## src/rtl/stepseq_pkg.sv

```systemverilog
package stepseq_pkg;

    localparam int OPC_W  = 5;
    localparam int REG_W  = 5;
    localparam int STEP_W = 3;
    localparam int N_STEP = 1 << STEP_W;

    localparam logic [OPC_W-1:0] OPC_LD   = 5'd1;
    localparam logic [OPC_W-1:0] OPC_ST   = 5'd3;
    localparam logic [OPC_W-1:0] OPC_ADD  = 5'd12;
    localparam logic [OPC_W-1:0] OPC_ADDI = 5'd13;
    localparam logic [OPC_W-1:0] OPC_SUB  = 5'd14;
    localparam logic [OPC_W-1:0] OPC_NEG  = 5'd15;
    localparam logic [OPC_W-1:0] OPC_AND  = 5'd20;
    localparam logic [OPC_W-1:0] OPC_ANDI = 5'd21;
    localparam logic [OPC_W-1:0] OPC_OR   = 5'd22;
    localparam logic [OPC_W-1:0] OPC_ORI  = 5'd23;
    localparam logic [OPC_W-1:0] OPC_NOT  = 5'd24;

    typedef enum logic [STEP_W-1:0] {
        S_T0, S_T1, S_T2, S_T3, S_T4, S_T5, S_T6, S_T7
    } step_e;

    typedef enum logic [2:0] {
        CL_RRR, CL_IMM, CL_UNA, CL_LD, CL_ST, CL_BAD
    } op_class_e;

    typedef enum logic [2:0] {
        ALU_PASS = 3'd0, ALU_ADD = 3'd1, ALU_SUB = 3'd2, ALU_AND = 3'd3,
        ALU_OR   = 3'd4, ALU_NOT = 3'd5, ALU_NEG = 3'd6, ALU_INC4 = 3'd7
    } alu_fn_e;

    typedef struct packed {
        logic             pc_out;
        logic             c_out;
        logic             mbr_out;
        logic             reg_out;
        logic             imm_out;
        logic             zero_out;
        logic             mar_in;
        logic             mbr_in_mem;
        logic             mbr_in_bus;
        logic             ir_in;
        logic             pc_in;
        logic             a_in;
        logic             c_in;
        logic             reg_in;
        logic             mem_rd;
        logic             mem_wr;
        alu_fn_e          alu;
        logic [REG_W-1:0] addr;
    } ctrl_t;

    function automatic op_class_e classify(input logic [OPC_W-1:0] opc);
        case (opc)
            OPC_ADD, OPC_SUB, OPC_AND, OPC_OR:  return CL_RRR;
            OPC_ADDI, OPC_ANDI, OPC_ORI:        return CL_IMM;
            OPC_NOT, OPC_NEG:                   return CL_UNA;
            OPC_LD:                             return CL_LD;
            OPC_ST:                             return CL_ST;
            default:                            return CL_BAD;
        endcase
    endfunction

    function automatic alu_fn_e alu_of(input logic [OPC_W-1:0] opc);
        case (opc)
            OPC_ADD, OPC_ADDI: return ALU_ADD;
            OPC_SUB:           return ALU_SUB;
            OPC_AND, OPC_ANDI: return ALU_AND;
            OPC_OR, OPC_ORI:   return ALU_OR;
            OPC_NOT:           return ALU_NOT;
            OPC_NEG:           return ALU_NEG;
            default:           return ALU_PASS;
        endcase
    endfunction

endpackage

```

## src/rtl/step_counter.sv

```systemverilog
module step_counter
    import stepseq_pkg::*;
(
    input  logic  clk,
    input  logic  rst_n,
    input  logic  clr,
    input  logic  hold,
    output step_e step_q
);
    step_e step_d;

    always_comb begin
        if (clr)
            step_d = S_T0;
        else if (hold)
            step_d = step_q;
        else
            step_d = step_e'(step_q + 3'd1);
    end

    always_ff @(posedge clk or negedge rst_n) begin
        if (!rst_n)
            step_q <= S_T0;
        else
            step_q <= step_d;
    end
endmodule

```

## src/rtl/step_decoder.sv

```systemverilog
module step_decoder #(
    parameter int N     = 8,
    localparam int IDX_W = $clog2(N)
) (
    input  logic [IDX_W-1:0] idx,
    output logic [N-1:0]     onehot
);
    for (genvar i = 0; i < N; i++) begin : g_line
        assign onehot[i] = (idx == IDX_W'(i));
    end
endmodule

```

## src/rtl/ctrl_decode.sv

```systemverilog
module ctrl_decode
    import stepseq_pkg::*;
(
    input  step_e            step,
    input  logic [19:0]      ir_hi,
    input  logic [OPC_W-1:0] mbr_opc,
    input  logic             mem_ready,
    output ctrl_t            ctrl,
    output logic             seq_end,
    output logic             wait_mem
);
    logic [OPC_W-1:0] opc;
    logic [REG_W-1:0] ra, rb, rc;
    op_class_e        cls_ir, cls_mbr;

    assign opc     = ir_hi[19:15];
    assign ra      = ir_hi[14:10];
    assign rb      = ir_hi[9:5];
    assign rc      = ir_hi[4:0];
    assign cls_ir  = classify(opc);
    assign cls_mbr = classify(mbr_opc);

    always_comb begin
        ctrl     = '0;
        seq_end  = 1'b0;
        wait_mem = 1'b0;
        unique case (step)
            S_T0: begin
                ctrl.pc_out = 1'b1;
                ctrl.mar_in = 1'b1;
                ctrl.c_in   = 1'b1;
                ctrl.alu    = ALU_INC4;
            end
            S_T1: begin
                ctrl.mem_rd     = 1'b1;
                ctrl.mbr_in_mem = mem_ready;
                ctrl.c_out      = 1'b1;
                ctrl.pc_in      = 1'b1;
                wait_mem        = 1'b1;
            end
            S_T2: begin
                ctrl.mbr_out = 1'b1;
                ctrl.ir_in   = 1'b1;
                seq_end      = (cls_mbr == CL_BAD);
            end
            S_T3: begin
                unique case (cls_ir)
                    CL_RRR, CL_IMM: begin
                        ctrl.reg_out = 1'b1;
                        ctrl.addr    = rb;
                        ctrl.a_in    = 1'b1;
                    end
                    CL_UNA: begin
                        ctrl.reg_out = 1'b1;
                        ctrl.addr    = rb;
                        ctrl.alu     = alu_of(opc);
                        ctrl.c_in    = 1'b1;
                    end
                    CL_LD, CL_ST: begin
                        if (rb == '0) begin
                            ctrl.zero_out = 1'b1;
                        end else begin
                            ctrl.reg_out = 1'b1;
                            ctrl.addr    = rb;
                        end
                        ctrl.a_in = 1'b1;
                    end
                    default: seq_end = 1'b1;
                endcase
            end
            S_T4: begin
                unique case (cls_ir)
                    CL_RRR: begin
                        ctrl.reg_out = 1'b1;
                        ctrl.addr    = rc;
                        ctrl.alu     = alu_of(opc);
                        ctrl.c_in    = 1'b1;
                    end
                    CL_IMM: begin
                        ctrl.imm_out = 1'b1;
                        ctrl.alu     = alu_of(opc);
                        ctrl.c_in    = 1'b1;
                    end
                    CL_UNA: begin
                        ctrl.c_out  = 1'b1;
                        ctrl.reg_in = 1'b1;
                        ctrl.addr   = ra;
                        seq_end     = 1'b1;
                    end
                    CL_LD, CL_ST: begin
                        ctrl.imm_out = 1'b1;
                        ctrl.alu     = ALU_ADD;
                        ctrl.c_in    = 1'b1;
                    end
                    default: seq_end = 1'b1;
                endcase
            end
            S_T5: begin
                unique case (cls_ir)
                    CL_RRR, CL_IMM: begin
                        ctrl.c_out  = 1'b1;
                        ctrl.reg_in = 1'b1;
                        ctrl.addr   = ra;
                        seq_end     = 1'b1;
                    end
                    CL_LD, CL_ST: begin
                        ctrl.c_out  = 1'b1;
                        ctrl.mar_in = 1'b1;
                    end
                    default: seq_end = 1'b1;
                endcase
            end
            S_T6: begin
                unique case (cls_ir)
                    CL_LD: begin
                        ctrl.mem_rd     = 1'b1;
                        ctrl.mbr_in_mem = mem_ready;
                        wait_mem        = 1'b1;
                    end
                    CL_ST: begin
                        ctrl.reg_out    = 1'b1;
                        ctrl.addr       = ra;
                        ctrl.mbr_in_bus = 1'b1;
                    end
                    default: seq_end = 1'b1;
                endcase
            end
            S_T7: begin
                unique case (cls_ir)
                    CL_LD: begin
                        ctrl.mbr_out = 1'b1;
                        ctrl.reg_in  = 1'b1;
                        ctrl.addr    = ra;
                        seq_end      = 1'b1;
                    end
                    CL_ST: begin
                        ctrl.mem_wr = 1'b1;
                        wait_mem    = 1'b1;
                        seq_end     = mem_ready;
                    end
                    default: seq_end = 1'b1;
                endcase
            end
        endcase
    end
endmodule

```

## src/rtl/step_sequencer.sv

```systemverilog
module step_sequencer
    import stepseq_pkg::*;
(
    input  logic        clk,
    input  logic        rst_n,
    input  logic [19:0] ir_hi,
    input  logic [4:0]  mbr_opc,
    input  logic        mem_ready,
    output logic [7:0]  step_o,
    output logic        pc_out,
    output logic        c_out,
    output logic        mbr_out,
    output logic        reg_out,
    output logic        imm_out,
    output logic        zero_out,
    output logic        mar_in,
    output logic        mbr_in_mem,
    output logic        mbr_in_bus,
    output logic        ir_in,
    output logic        pc_in,
    output logic        a_in,
    output logic        c_in,
    output logic        reg_in,
    output logic        mem_rd,
    output logic        mem_wr,
    output logic [2:0]  alu_op,
    output logic [4:0]  reg_addr
);
    step_e step_q;
    ctrl_t ctrl;
    logic  seq_end, wait_mem;

    step_counter u_cnt (
        .clk    (clk),
        .rst_n  (rst_n),
        .clr    (seq_end),
        .hold   (wait_mem && !mem_ready),
        .step_q (step_q)
    );

    step_decoder #(.N(N_STEP)) u_dec (
        .idx    (step_q),
        .onehot (step_o)
    );

    ctrl_decode u_ctl (
        .step      (step_q),
        .ir_hi     (ir_hi),
        .mbr_opc   (mbr_opc),
        .mem_ready (mem_ready),
        .ctrl      (ctrl),
        .seq_end   (seq_end),
        .wait_mem  (wait_mem)
    );

    assign pc_out     = ctrl.pc_out;
    assign c_out      = ctrl.c_out;
    assign mbr_out    = ctrl.mbr_out;
    assign reg_out    = ctrl.reg_out;
    assign imm_out    = ctrl.imm_out;
    assign zero_out   = ctrl.zero_out;
    assign mar_in     = ctrl.mar_in;
    assign mbr_in_mem = ctrl.mbr_in_mem;
    assign mbr_in_bus = ctrl.mbr_in_bus;
    assign ir_in      = ctrl.ir_in;
    assign pc_in      = ctrl.pc_in;
    assign a_in       = ctrl.a_in;
    assign c_in       = ctrl.c_in;
    assign reg_in     = ctrl.reg_in;
    assign mem_rd     = ctrl.mem_rd;
    assign mem_wr     = ctrl.mem_wr;
    assign alu_op     = ctrl.alu;
    assign reg_addr   = ctrl.addr;
endmodule

```

## config.mk

```make
export PLATFORM = sky130hd
export DESIGN_NAME = step_sequencer
export DESIGN_NICKNAME = d
export VERILOG_FILES = /design/src/rtl/stepseq_pkg.sv /design/src/rtl/step_counter.sv /design/src/rtl/step_decoder.sv /design/src/rtl/ctrl_decode.sv /design/src/rtl/step_sequencer.sv
export SDC_FILE = /design/constraint.sdc
export NUM_CORES = 1
export LEC_CHECK = 0
export ABC_AREA = 1
export ABC_CLOCK_PERIOD_IN_PS = 1700
export BUFFER_PORTS_ARGS = -buffer_cell sky130_fd_sc_hd__buf_2
export CAP_MARGIN = 20
export CORE_AREA = 3 3 55 57
export DETAILED_ROUTE_END_ITERATION = 7
export DIE_AREA = 0 0 58 60
export GPL_TIMING_DRIVEN = 0
export PLACE_DENSITY = 0.84
export SLEW_MARGIN = 25
export SYNTH_ARGS = -nofsm -noshare
export SYNTH_HDL_FRONTEND = slang
export SYNTH_HIERARCHICAL = 1
export SYNTH_SLANG_ARGS = --single-unit
```

## constraint.sdc

```tcl
create_clock -name clk -period 1.7 [get_ports clk]
set_input_delay 0.34 -clock clk [delete_from_list [all_inputs] [get_ports clk]]
set_output_delay 0.34 -clock clk [all_outputs]
set_load 0.02 [all_outputs]
```

==> summary.md <==
| Metric | Value |
|---|---|
| Layout fillers | a little under 60 |
| CTS Sinks | 3 |
| Initial Utilization | about two fifths |
| DRC errors left | 0 |
| Max Clock Skew | between 0.8 and 0.9 ps |
| Total Nets Final | about 340 |
| Post-synthesis register bit count | 3 |
| Die W | about 58 um |
| ANT nets after route | 0 |
| RePlAce Congestion | slightly below 0.9 |
| Largest net degree at the start of global routing | 9 |
| Async set-or-reset flop fraction in the synthesized netlist | 100% |
| Design Power | ~3.1 mW |
| Root Buffer Master | clkbuf_4 |
| Site Rows | 18 |
| Setup CP Type | flip-flop to output pin |
| # H-tree levels | 1 |
| Global Route Usage Sum | between 20% and 30% |
| Library cells used by synthesis | 23 |
| Crit Path Max Fanout | 6 |
| R2R Setup Slk | -170 ps |
| CP endpoint kind | output pin |
| RSZ-0062 raised after global routing | yes |
| Hold slack final | around 480 ps |
| P_leak | 1.28 nW |
| Post-route insts no fill | 343 |
| Max Freq | about 460 MHz |
| Final WS setup | -486 ps |
| Max reg flops | 3 |
| Synth Flop Type | dfrtp_1 |
| Routed len/inst | roughly 23 um |
| Clock Latency Late Sink | between 200 and 250 ps |
| Critical path required time | between 1000 and 1500 ps |
| Placed cell count | 296 |
| Violation count after the first detailed-route iteration | between 200 and 250 |
| Clock buffer depth | 2 |
| Top reg by flops | u_cnt/step_q |
| Max-slew headroom | slightly above 70% |
| Average size of a mapped cell | ~5 um2 |
| IR Drop Worst-Case VDD | roughly 0.0019 V |
| Netlist Area Pre-Place | 0.00103 mm2 |
| Failing checks | negative setup slack |
| Seq/Total Area, Yosys | 7.26% |
| Core outline area | around 0.0025 mm2 |
| Number of buffers added on ports | 59 |
| GR Overflow Total | 0 |
| Post-DP Area | between 0.001 and 0.0015 mm2 |
| EDFF count, synth | 0 |
| Hold Fails Final Rpt | 0 |
| Run status | complete, but fails checks |
| Pwr dens | around 1300 mW/mm2 |
| Initial antenna violation count | 0 |
| Post-Synthesis Cells | between 200 and 250 |
| Router iterations before antenna repair | 7 |
| Diodes inserted | 0 |
| Share of layout cells above drive strength 1 | 68.1% |
| Dpl hpwl | around 2500 um |
| Post-Syn Nets | ~240 |
| CP Launch Type | flip-flop |
| Worst Tran Pin Value | 415 ps |
| DR vias/cell | 6.50 |
| Area grow syn2layout | 134% |
| Full die area | 0.00348 mm2 |
| Final setup fails | 32 |
| CTS tree | done |
| Global-route wire length before repair | ~7500 um |
| IO Pins | 60 |
| Tmin final | roughly 2200 ps |
| Period Utilization, post-route | 129% |
| Clock Pin Slew Worst Setup and Hold Paths | ~40 ps |
| Max_cap viols | 0 |
| CP Launch Point | u_cnt/step_q[0] |
| Biggest regs | u_cnt/step_q x3 |
| Number of global-route vias before repair | approximately 1.7k |
| Yosys warning total | 6 |
| Final instance area | 0.00242 mm2 |
| Die Y | roughly 60 um |
| WP data arrival | approximately 1900 ps |
| DRT Wirelength | roughly 7800 um |
| Max-slew violations | 0 |
| Worst Hold Class | input port to asynchronous set/reset pin |
| CTS Buf Count | 3 |
| Routed vias | around 2.2k |
| RR Startpoint | u_cnt/step_q[2] |
==> layer usage <==
layer | global-route usage (%) | part of all wire (%)
met1 | 32.4 | 33
met2 | 46.6 | 44
met3 | 3.24 | 13
met4 | 12.9 | 10
met5 | 0 | 0
==> stage by stage <==
step                      TNS (ps)  utilization (%)  worst slack (ps)
after floorplan               -250                -             -54.3
after global placement       -5510             56.3              -318
after detailed placement     -6030             56.3              -350
after CTS                    -3350             77.7              -241
after global routing         -9980             96.0              -529
final                        -8700             96.0              -486
==> synthesized netlist by cell type, types with 2 or more instances <==
library cell	count	share of area (%)
nand2_1	62	23
nor2_1	36	13
inv_1	27	9.8
nand3_1	16	7.7
inv_2	11	4.0
o21ai_0	8	3.9
nand2_2	7	4.2
a21oi_1	5	2.4
nor3_1	5	2.4
o21ai_1	4	1.9
dfrtp_1	3	7.3
nand3_2	3	2.9
nand4_1	3	1.8
nor2_2	3	1.8
o21ai_2	3	2.5
nand2_4	2	2.2
nor2_4	2	2.2
nor3_4	2	3.1
==> cells in the final DEF (no fill, tap or decap), types with 5 or more instances in the layout <==
cell,instances
nand2_1,32
nor2_1,24
nor3_4,7
inv_2,12
nand2_2,23
nand3_1,8
nand3_2,8
buf_6,20
buf_12,6
o21ai_2,5
nand2_4,14
buf_4,47
inv_1,16
buf_2,28
nor2_4,14
==> final cells by class <==
type / instances / area, um2 / area share [%]
multi-input combinational: 166 / 1240 / 51.3
timing repair buffer: 102 / 848 / 35.0
inverter: 38 / 188 / 7.75
sequential: 3 / 78.8 / 3.25
tap: 30 / 37.5 / 1.55
clock buffer: 4 / 26.3 / 1.08
==> logic make-up (layout without fill, tap and decap cells) <==
kind of cell               count (synthesis)  count (layout)  synth area share [%]
and+or+nand+nor                          142             142                  64.6
buffers and inverters                     38             144                  13.8
AOI/OAI and AO/OA                         23              23                  13.1
DFF                                        3               3                  7.26
adders and majority gates                  1               1                  1.21
==> final timing paths <==
check	cells after the start	to
worst max-delay path	8	reg_addr[2]
worst min-delay path	2	u_cnt/step_q[2]
worst max register to register	12	u_cnt/step_q[2]
worst min register to register	3	u_cnt/step_q[1]
max in group asynchronous	2	u_cnt/step_q[1]
min in group clk	4	u_cnt/step_q[0]
==> power by group <==
group          switching (mW)  internal (mW)  leakage (nW)
Sequential             0.0898          0.114        0.0337
Clock                  0.0385         0.0881        0.0150
Combinational            1.68           1.11          1.23
==> worst max-delay path: stages, from the launching register on <==
cell and delay (ps):
dfrtp_2 490, inv_4 130, nand2_4 70, nor2_4 140, nand4_1 270, nand3_4 200
nand2_1 110, nand2_2 90, buf_6 110
==> what timing repair did <==
action | CTS | global route
endpoints found under the hold margin | 3 | 0
buffers inserted | 22 | 21
hold buffers | 1 | 0
gates resized for setup | 99 | 88
endpoints found under the setup margin | 24 | 27
pin swaps | 30 | 29
Note: power is estimated with default switching activity, not from simulation.
